--- config.mk ---
export PLATFORM = sky130hd
export DESIGN_NAME = lsm_addr_seq
export DESIGN_NICKNAME = d
export VERILOG_FILES = /design/src/rtl/lsm_pkg.sv /design/src/rtl/lsm_popcount.sv /design/src/rtl/lsm_lowest_bit.sv /design/src/rtl/lsm_start_calc.sv /design/src/rtl/lsm_addr_seq.sv
export SDC_FILE = /design/constraint.sdc
export NUM_CORES = 1
export LEC_CHECK = 0
export BUFFER_PORTS_ARGS = -buffer_cell sky130_fd_sc_hd__buf_4
export CAP_MARGIN = 40
export CORE_AREA = 2 2 222 115
export DETAILED_ROUTE_END_ITERATION = 10
export DIE_AREA = 0 0 224 117
export GPL_TIMING_DRIVEN = 0
export PLACE_DENSITY = 0.82
export SYNTH_ARGS = -nofsm -noshare
export SYNTH_HDL_FRONTEND = slang
export SYNTH_SLANG_ARGS = --single-unit
--- constraint.sdc ---
create_clock -name clk -period 6.25 [get_ports clk]
set_input_delay 0.3125 -clock clk [delete_from_list [all_inputs] [get_ports clk]]
set_output_delay 0.3125 -clock clk [all_outputs]
set_load 0.01 [all_outputs]
--- src/rtl/lsm_pkg.sv ---
package lsm_pkg;

    typedef enum logic [1:0] {
        MODE_ASC_AFTER  = 2'b00,
        MODE_ASC_BEFORE = 2'b01,
        MODE_DSC_AFTER  = 2'b10,
        MODE_DSC_BEFORE = 2'b11
    } lsm_mode_e;

    typedef enum logic {
        PH_IDLE = 1'b0,
        PH_RUN  = 1'b1
    } lsm_phase_e;

endpackage

--- src/rtl/lsm_popcount.sv ---
module lsm_popcount #(
    parameter int W     = 16,
    parameter int CNT_W = $clog2(W + 1)
) (
    input  logic [W-1:0]     mask_i,
    output logic [CNT_W-1:0] count_o
);
    always_comb begin
        count_o = '0;
        for (int i = 0; i < W; i++) begin
            count_o = count_o + CNT_W'(mask_i[i]);
        end
    end
endmodule

--- src/rtl/lsm_lowest_bit.sv ---
module lsm_lowest_bit #(
    parameter int W     = 16,
    parameter int IDX_W = $clog2(W)
) (
    input  logic [W-1:0]     mask_i,
    output logic [IDX_W-1:0] idx_o,
    output logic [W-1:0]     rest_o
);
    always_comb begin
        idx_o = '0;
        for (int i = W - 1; i >= 0; i--) begin
            if (mask_i[i]) begin
                idx_o = IDX_W'(i);
            end
        end
    end

    assign rest_o = mask_i & (mask_i - W'(1));
endmodule

--- src/rtl/lsm_start_calc.sv ---
module lsm_start_calc
    import lsm_pkg::*;
#(
    parameter int ADDR_W = 32,
    parameter int CNT_W  = 5,
    parameter int STEP   = 4
) (
    input  logic [ADDR_W-1:0] base_i,
    input  lsm_mode_e         mode_i,
    input  logic [CNT_W-1:0]  count_i,
    output logic [ADDR_W-1:0] first_o,
    output logic [ADDR_W-1:0] wb_o
);
    localparam logic [ADDR_W-1:0] STEP_V = ADDR_W'(STEP);

    logic [ADDR_W-1:0] span;

    assign span = ADDR_W'(count_i) * STEP_V;

    always_comb begin
        unique case (mode_i)
            MODE_ASC_AFTER:  first_o = base_i;
            MODE_ASC_BEFORE: first_o = base_i + STEP_V;
            MODE_DSC_AFTER:  first_o = base_i - span + STEP_V;
            default:         first_o = base_i - span;
        endcase
        if (mode_i == MODE_DSC_AFTER || mode_i == MODE_DSC_BEFORE) begin
            wb_o = base_i - span;
        end else begin
            wb_o = base_i + span;
        end
    end
endmodule

--- src/rtl/lsm_addr_seq.sv ---
module lsm_addr_seq
    import lsm_pkg::*;
#(
    parameter int ADDR_W = 32,
    parameter int LIST_W = 16,
    parameter int STEP   = 4
) (
    input  logic                      clk,
    input  logic                      rst_n,
    input  logic                      start_i,
    input  logic [ADDR_W-1:0]         base_i,
    input  logic [LIST_W-1:0]         list_i,
    input  logic [1:0]                mode_i,
    input  logic                      wback_i,
    input  logic                      load_i,
    input  logic                      sbit_i,
    input  logic                      xfer_ready_i,
    input  logic [ADDR_W-1:0]         rdata_i,
    output logic                      busy_o,
    output logic                      xfer_valid_o,
    output logic [$clog2(LIST_W)-1:0] xfer_idx_o,
    output logic [ADDR_W-1:0]         xfer_addr_o,
    output logic                      done_o,
    output logic                      wb_en_o,
    output logic [ADDR_W-1:0]         wb_addr_o,
    output logic                      pc_in_list_o,
    output logic                      pc_load_o,
    output logic [ADDR_W-1:0]         pc_value_o,
    output logic                      isa_sel_o,
    output logic                      restore_status_o
);
    localparam int IDX_W  = $clog2(LIST_W);
    localparam int CNT_W  = $clog2(LIST_W + 1);
    localparam int PC_IDX = LIST_W - 1;

    typedef struct packed {
        lsm_phase_e          phase;
        logic [LIST_W-1:0]   rem;
        logic [ADDR_W-1:0]   addr;
        logic [ADDR_W-1:0]   wb_val;
        logic                wb_req;
        logic                is_load;
        logic                restore;
        logic                pc_flag;
        logic                done;
        logic                wb_en;
        logic [ADDR_W-1:0]   wb_addr;
        logic                pc_load;
        logic [ADDR_W-1:0]   pc_val;
        logic                isa;
        logic                rstat;
    } seq_state_t;

    seq_state_t state_d, state_q;

    logic [CNT_W-1:0]  sel_count;
    logic [ADDR_W-1:0] first_addr;
    logic [ADDR_W-1:0] wb_calc;
    logic [IDX_W-1:0]  cur_idx;
    logic [LIST_W-1:0] rem_rest;

    lsm_popcount #(.W(LIST_W), .CNT_W(CNT_W)) u_count (
        .mask_i  (list_i),
        .count_o (sel_count)
    );

    lsm_start_calc #(.ADDR_W(ADDR_W), .CNT_W(CNT_W), .STEP(STEP)) u_calc (
        .base_i  (base_i),
        .mode_i  (lsm_mode_e'(mode_i)),
        .count_i (sel_count),
        .first_o (first_addr),
        .wb_o    (wb_calc)
    );

    lsm_lowest_bit #(.W(LIST_W), .IDX_W(IDX_W)) u_pick (
        .mask_i (state_q.rem),
        .idx_o  (cur_idx),
        .rest_o (rem_rest)
    );

    always_comb begin
        state_d         = state_q;
        state_d.done    = 1'b0;
        state_d.wb_en   = 1'b0;
        state_d.pc_load = 1'b0;
        state_d.rstat   = 1'b0;

        unique case (state_q.phase)
            PH_IDLE: begin
                if (start_i) begin
                    state_d.pc_flag = list_i[PC_IDX];
                    state_d.is_load = load_i;
                    state_d.wb_req  = wback_i;
                    state_d.wb_val  = wb_calc;
                    state_d.restore = load_i & sbit_i & list_i[PC_IDX];
                    if (list_i == '0) begin
                        state_d.done    = 1'b1;
                        state_d.wb_en   = wback_i;
                        state_d.wb_addr = wb_calc;
                    end else begin
                        state_d.phase = PH_RUN;
                        state_d.rem   = list_i;
                        state_d.addr  = first_addr;
                    end
                end
            end
            default: begin
                if (xfer_ready_i) begin
                    state_d.rem  = rem_rest;
                    state_d.addr = state_q.addr + ADDR_W'(STEP);
                    if (state_q.is_load && cur_idx == IDX_W'(PC_IDX)) begin
                        state_d.pc_load = 1'b1;
                        state_d.pc_val  = {rdata_i[ADDR_W-1:1], 1'b0};
                        state_d.isa     = rdata_i[0];
                    end
                    if (rem_rest == '0) begin
                        state_d.phase   = PH_IDLE;
                        state_d.done    = 1'b1;
                        state_d.wb_en   = state_q.wb_req;
                        state_d.wb_addr = state_q.wb_val;
                        state_d.rstat   = state_q.restore;
                    end
                end
            end
        endcase
    end

    always_ff @(posedge clk or negedge rst_n) begin
        if (!rst_n) begin
            state_q <= '{phase: PH_IDLE, default: '0};
        end else begin
            state_q <= state_d;
        end
    end

    assign busy_o           = (state_q.phase == PH_RUN);
    assign xfer_valid_o     = (state_q.phase == PH_RUN);
    assign xfer_idx_o       = cur_idx;
    assign xfer_addr_o      = state_q.addr;
    assign done_o           = state_q.done;
    assign wb_en_o          = state_q.wb_en;
    assign wb_addr_o        = state_q.wb_addr;
    assign pc_in_list_o     = state_q.pc_flag;
    assign pc_load_o        = state_q.pc_load;
    assign pc_value_o       = state_q.pc_val;
    assign isa_sel_o        = state_q.isa;
    assign restore_status_o = state_q.rstat;
endmodule

# Word level (Yosys, flattened, before mapping)
# Index checks and enable logic that the tools add are counted.
# op_classes
addsub	21
mul	0
n_div	0
magnitude_cmp	0
eq_ne	7
n_shift	0
muxes	30
n_bitwise	4
n_reduce_logical	11
# ops
op	count
2-to-1 mux 49 bit	3
2-to-1 mux 34 bit	4
2-to-1 mux 119 bit	1
adder 32 x 3 -> 32 bit (second input constant)	3
case mux 32 bit (3 select lines)	1
adder 5 x 1 -> 5 bit	14
2-to-1 mux 69 bit	1
2-to-1 mux 4 bit	16
2-to-1 mux 35 bit	1
adder 32 x 7 -> 32 bit	1
zero test 16 bit	2
2-to-1 mux 32 bit	1
subtractor 32 x 7 -> 32 bit	1
AND 16 bit	1
subtractor 16 x 1 -> 16 bit (second input constant)	1
AND reduction 3 bit	2
equality test 2 bit (second input constant)	2
equality test 4 bit (second input constant)	1
inequality test 2 bit (second input constant)	2
AND reduction 4 bit	1
nonzero test 2 bit	2
adder 1 x 1 -> 2 bit	1
AND 1 bit	2
equality test 2 x 1 -> 1 bit (second input constant)	1
7 further kinds	8
# totals
reg_bits	153
latchBits	0
ram_bits	0
rom_bits	0
in_bits	89
out_inout_bits	108
wordCells	88
n_memories	0

# Logic depth before layout (Yosys ltp)
# depth
depth_word	21
depth_mapped	27
depth_no_buf	26

# Hierarchy
# A second synthesis with hierarchy kept.
# hier_totals
cells_unflattened	1401
area_unflattened_um2	11966.5
# modules_own_cells
mod	n_inst	cells_each	area_each_um2	seq_area_each_um2
lsm_addr_seq	1	742	7459.7	3828.7
lsm_start_calc	1	562	3781.1	0.0
lsm_popcount	1	47	407.9	0.0
lsm_lowest_bit	1	50	317.8	0.0

# Least setup slack after synthesis
# Ideal clock, no wire load.
# synth_path
path_kind	input port to flip-flop
from	input port list_i[0]
to	register state_q, in the netlist xfer_addr_o[31]
setup_ns	0.139
arrival_time_ns	6.580
required_time_ns	6.111
path_slack_ns	-0.468
path_stages	20
path_buffers	0
cell_sequence	inv_1 -> ha_1 -> inv_1 -> fa_1 -> fa_1 -> fa_1 -> fa_1 -> fa_1 -> fa_1 -> inv_1 -> fa_1 -> or2_2 -> a211o_1 -> a2111oi_1 -> o21bai_1 -> a211oi_2 -> nand4bb_1 -> nor3_2 -> nor3_1 -> or4_1
# synth_via
elab_chain_cells	21
elab_cells_between_ends	24
classes_between	add/sub: 17; eq/ne: 1; mux: 4; reduce/logical: 2
# synth_rtl
element	line	rtl
start: declaration	lsm_addr_seq.sv:12	input logic [LIST_W-1:0] list_i,
adder 1 x 1 -> 2 bit	lsm_popcount.sv:11	count_o = count_o + CNT_W'(mask_i[i]);
adder 5 x 1 -> 5 bit (14 in series)	lsm_popcount.sv:11	
subtractor 32 x 7 -> 32 bit	lsm_start_calc.sv:24, lsm_start_calc.sv:25	
adder 32 x 3 -> 32 bit	lsm_start_calc.sv:24	MODE_DSC_AFTER: first_o = base_i - span + STEP_V;
case mux 32 bit (3 select lines)	lsm_start_calc.sv:21	unique case (mode_i)
2-to-1 mux 49 bit	lsm_addr_seq.sv:96	if (list_i == '0) begin
2-to-1 mux 119 bit	lsm_addr_seq.sv:90	if (start_i) begin
2-to-1 mux 49 bit	lsm_addr_seq.sv:88	unique case (state_q.phase)
end signal: assignment	lsm_addr_seq.sv:132	state_q <= state_d;
end: declaration	lsm_addr_seq.sv:54	seq_state_t state_d, state_q;
# Parallel ways exist; a longest one is shown, timed or not. The select of a mux whose other input is x is not followed.
# A chain may end at the register's enable or synchronous reset.

# Worst setup path in the final report
# layout_path
from	input port list_i[1]
to	register state_q, in the netlist xfer_addr_o[12]
# Same word-level chain as after synthesis.

==> results.json <==
{
  "status": "finished, violations left",
  "violations": "negative setup slack",
  "dpl_worst_slack_ns": -1.58,
  "grt_max_degree": 81,
  "die-height_um": 117,
  "die_x_um": 224,
  "rows": 41,
  "die_area_mm2": 0.0262,
  "yosysSeqAreaShare_pct": 32.9,
  "netlist_area_mm2": 0.0116,
  "io_buffers": 183,
  "final-hold-violation-count": 0,
  "drv_slew": 0,
  "yosys_warnings": 0,
  "yosys-top-cells-area": "dfrtp_1 (33%), buf_4 (6.4%), nand2_1 (4.7%)",
  "clock_path_buffers": 2,
  "power_density_mw_per_mm2": 451,
  "clock-sinks": 153,
  "start_util_pct": 47.6,
  "p_seq_share_pct": 27.2,
  "crit_type": "input port to register",
  "drtAntennaViolNets": 0,
  "synth_ff_type": "dfrtp_1",
  "yosys.cell_count.top_type": "dfrtp_1",
  "wl_per_cell_um": 23.0,
  "switching_share_pct": 43.5,
  "ys_ff_latch": 153,
  "first_global_vias": 11100,
  "drt-total-wl_mm": 45.3,
  "antenna_found_initial": 1,
  "leakage_nw": 6.62,
  "cts_tree": "built",
  "skew_ns": 0.00966,
  "clock_latency_ns": 0.46,
  "yosys.area.top_type": "dfrtp_1",
  "period_share_pct": 101,
  "fin_crit_ns": 6.29,
  "drv_cap": 0,
  "cp_top_family": "adder cells",
  "drc": 0,
  "slowest_delay_ns": 0.58,
  "vias": 12200,
  "crit_chain": "buf_12, inv_12, ha_4, inv_2, fa_1, fa_1, fa_1, fa_1, fa_2, fa_2, inv_2, ha_4, or2_4, a2111oi_4, buf_6, o21ai_0, a222oi_1, and3_1, buf_6, xnor2_1, a2111oi_1, buf_1, a21oi_1",
  "p_comb_share_pct": 56.7,
  "layout_setup_ws_ns": -0.0439,
  "hpwl_mm": 34.4,
  "synth_top_area_share_pct": 32.9,
  "worst_path_max_delay_cell": "a2111oi_1",
  "critPathBufInv": 7,
  "core_region_area_mm2": 0.0245,
  "cts-buffers-inserted": 17,
  "clock_power_share_pct": 16.1,
  "endpoint_kind": "register",
  "drive_gt1_share_pct": 29.5,
  "switchingPower_mw": 2.91,
  "internal_power_mw": 3.78,
  "area_delta_synth_final_pct": 27.5,
  "synth_cell_type_count": 86,
  "cpMostUsedCell": "fa_1",
  "grt-ovfl-total": 0,
  "vdd.ir_drop.worst_uv": 273,
  "clk_pin_slew_ns": 0.07,
  "hold_class": "input port to register",
  "setup_violations": 1,
  "nFillCells": 2205,
  "ys_async_sr_fraction_pct": 100,
  "worstSetupStartpointType": "input port",
  "cp_max_fo": 6,
  "crit_required_ns": 6.56,
  "crit_arrival_ns": 6.60,
  "final_util_pct": 60.7,
  "synth_commonest_cells": "dfrtp_1 (153), nand2_1 (147), nor2_1 (114)",
  "synth_edf_count": 0,
  "worst_pin_slew_ns": 0.967,
  "htreeDepth": 4,
  "slew_headroom_pct": 35.0,
  "io_pins": 197,
  "fmax_mhz": 159,
  "grt_pass1_wl_mm": 67.2,
  "avgViaCountPerCell": 6.18,
  "globalplace.congestion": 1.01,
  "rsz0062_at_grt": "yes",
  "grt_usage_pct": 34.4,
  "drt-initial-drc-count": 1776,
  "cts_root_buf": "clkbuf_16",
  "layout.nets": 1755,
  "synth_nets": 1518,
  "first_pass_iters": 8,
  "syn_inst": 1395,
  "synth_area_per_cell_um2": 8.35
}
## tightest hold or removal path, stage by stage
cell and delay, ns:
buf_4 0.09, nand2_1 0.04, nand2_1 0.05
## final timing paths
path,start,to,slack (ns),cells after the start
worst max-delay path,list_i[1],xfer_addr_o[12]$_DFFE_PN0P_,-0.04,23
worst min-delay path,load_i,state_q[71]$_DFFE_PN0P_,0.06,3
worst max register to register,state_q[137]$_DFFE_PN0P_,wb_addr_o[25]$_DFFE_PN0P_,1.74,9
worst min register to register,state_q[73]$_DFFE_PN0P_,state_q[73]$_DFFE_PN0P_,0.48,2
max in group asynchronous,rst_n,wb_addr_o[12]$_DFFE_PN0P_,4.95,3
min in group asynchronous,rst_n,xfer_addr_o[4]$_DFFE_PN0P_,0.43,2
## final cells by class
type	count	area [um2]	area share, %
clock inverter	15	174	1.17
buffer	182	1100	7.44
multi-input combinational	1000	6940	46.8
clock buffer	17	425	2.87
inverter	58	238	1.60
sequential	153	3830	25.8
antenna	3	7.51	0.0506
timing repair buffer	220	1720	11.6
tap	322	403	2.71
## per-layer routing
metal	track usage, %	up-vias	part of all wire, %
met3	15.4	75	16
met4	8.40	2	1.7
li1	-	5380	-
met1	50.8	5870	44
met5	0	-	0.024
met2	44.6	843	38
## kinds of logic after synthesis
logic type	synth area share (%)
fa+ha+maj	4.68
simple gates	21.5
mux	3.80
other cells	0.0322
flops	32.9
compound gates	19.8
xor+xnor	6.09
buf+inv	11.2
## what timing repair did
item | CTS | global route
buffers inserted | 14 | 16
gates resized for setup | 32 | 47
gates cloned | 1 | 0
hold endpoints to repair | 79 | 0
pin swaps | 10 | 13
hold buffers | 1 | 0
endpoints found under the setup margin | 29 | 23
## per-stage QoR
stage / area [um2] / setup TNS (ns) / cells / hold WS, ns / power [mW]
floorplan: 11800 / -0.701 / 1395 / 0.0169 / 3.94
global placement: 13500 / -37.15 / 1900 / 0.460 / 5.13
detailed placement: 13600 / -37.55 / 1905 / 0.393 / 5.23
CTS: 14500 / 0 / 1952 / 0.0458 / 6.45
global route: 14800 / -0.432 / 1967 / 0.0605 / 7.05
finish: 14800 / -0.0439 / 1970 / 0.0606 / 6.69
## cells in the final DEF (no fill, tap or decap), types with 11 or more instances in the layout
| cell | instances |
|---|---|
| buf_4 | 302 |
| dfrtp_1 | 153 |
| nand2_1 | 145 |
| nor2_1 | 111 |
| o21ai_0 | 98 |
| a21oi_1 | 63 |
| clkbuf_1 | 61 |
| inv_1 | 53 |
| xnor2_1 | 49 |
| nor3_1 | 40 |
| a221o_1 | 37 |
| mux2_2 | 34 |
| xor2_1 | 29 |
| nand3_1 | 29 |
| and3_1 | 21 |
| nor4_1 | 19 |
| a31oi_1 | 18 |
| or3_1 | 17 |
| buf_2 | 17 |
| clkbuf_16 | 17 |
| nand4_1 | 15 |
| o22ai_1 | 15 |
| ha_1 | 14 |
| a211oi_1 | 12 |
| nor2b_1 | 11 |
## sequential cells by signal, indices dropped and copies added (netlist names)
name,cells
pc_value_o,31
busy_o,1
state_q,51
done_o,1
restore_status_o,1
wb_en_o,1
isa_sel_o,1
pc_load_o,1
pc_in_list_o,1
wb_addr_o,32
xfer_addr_o,32
## power groups by stage
stage / registers (mW) / clock network, mW / logic (mW)
2_1_floorplan: 1.68 / 0 / 2.26
3_3_place_gp: 1.78 / 0 / 3.34
3_5_place_dp: 1.81 / 0 / 3.42
4_1_cts: 1.80 / 1.08 / 3.57
5_1_grt: 1.86 / 1.13 / 4.06
6_report: 1.82 / 1.08 / 3.79
No activity file was read; power rests on OpenSTA's default activity.
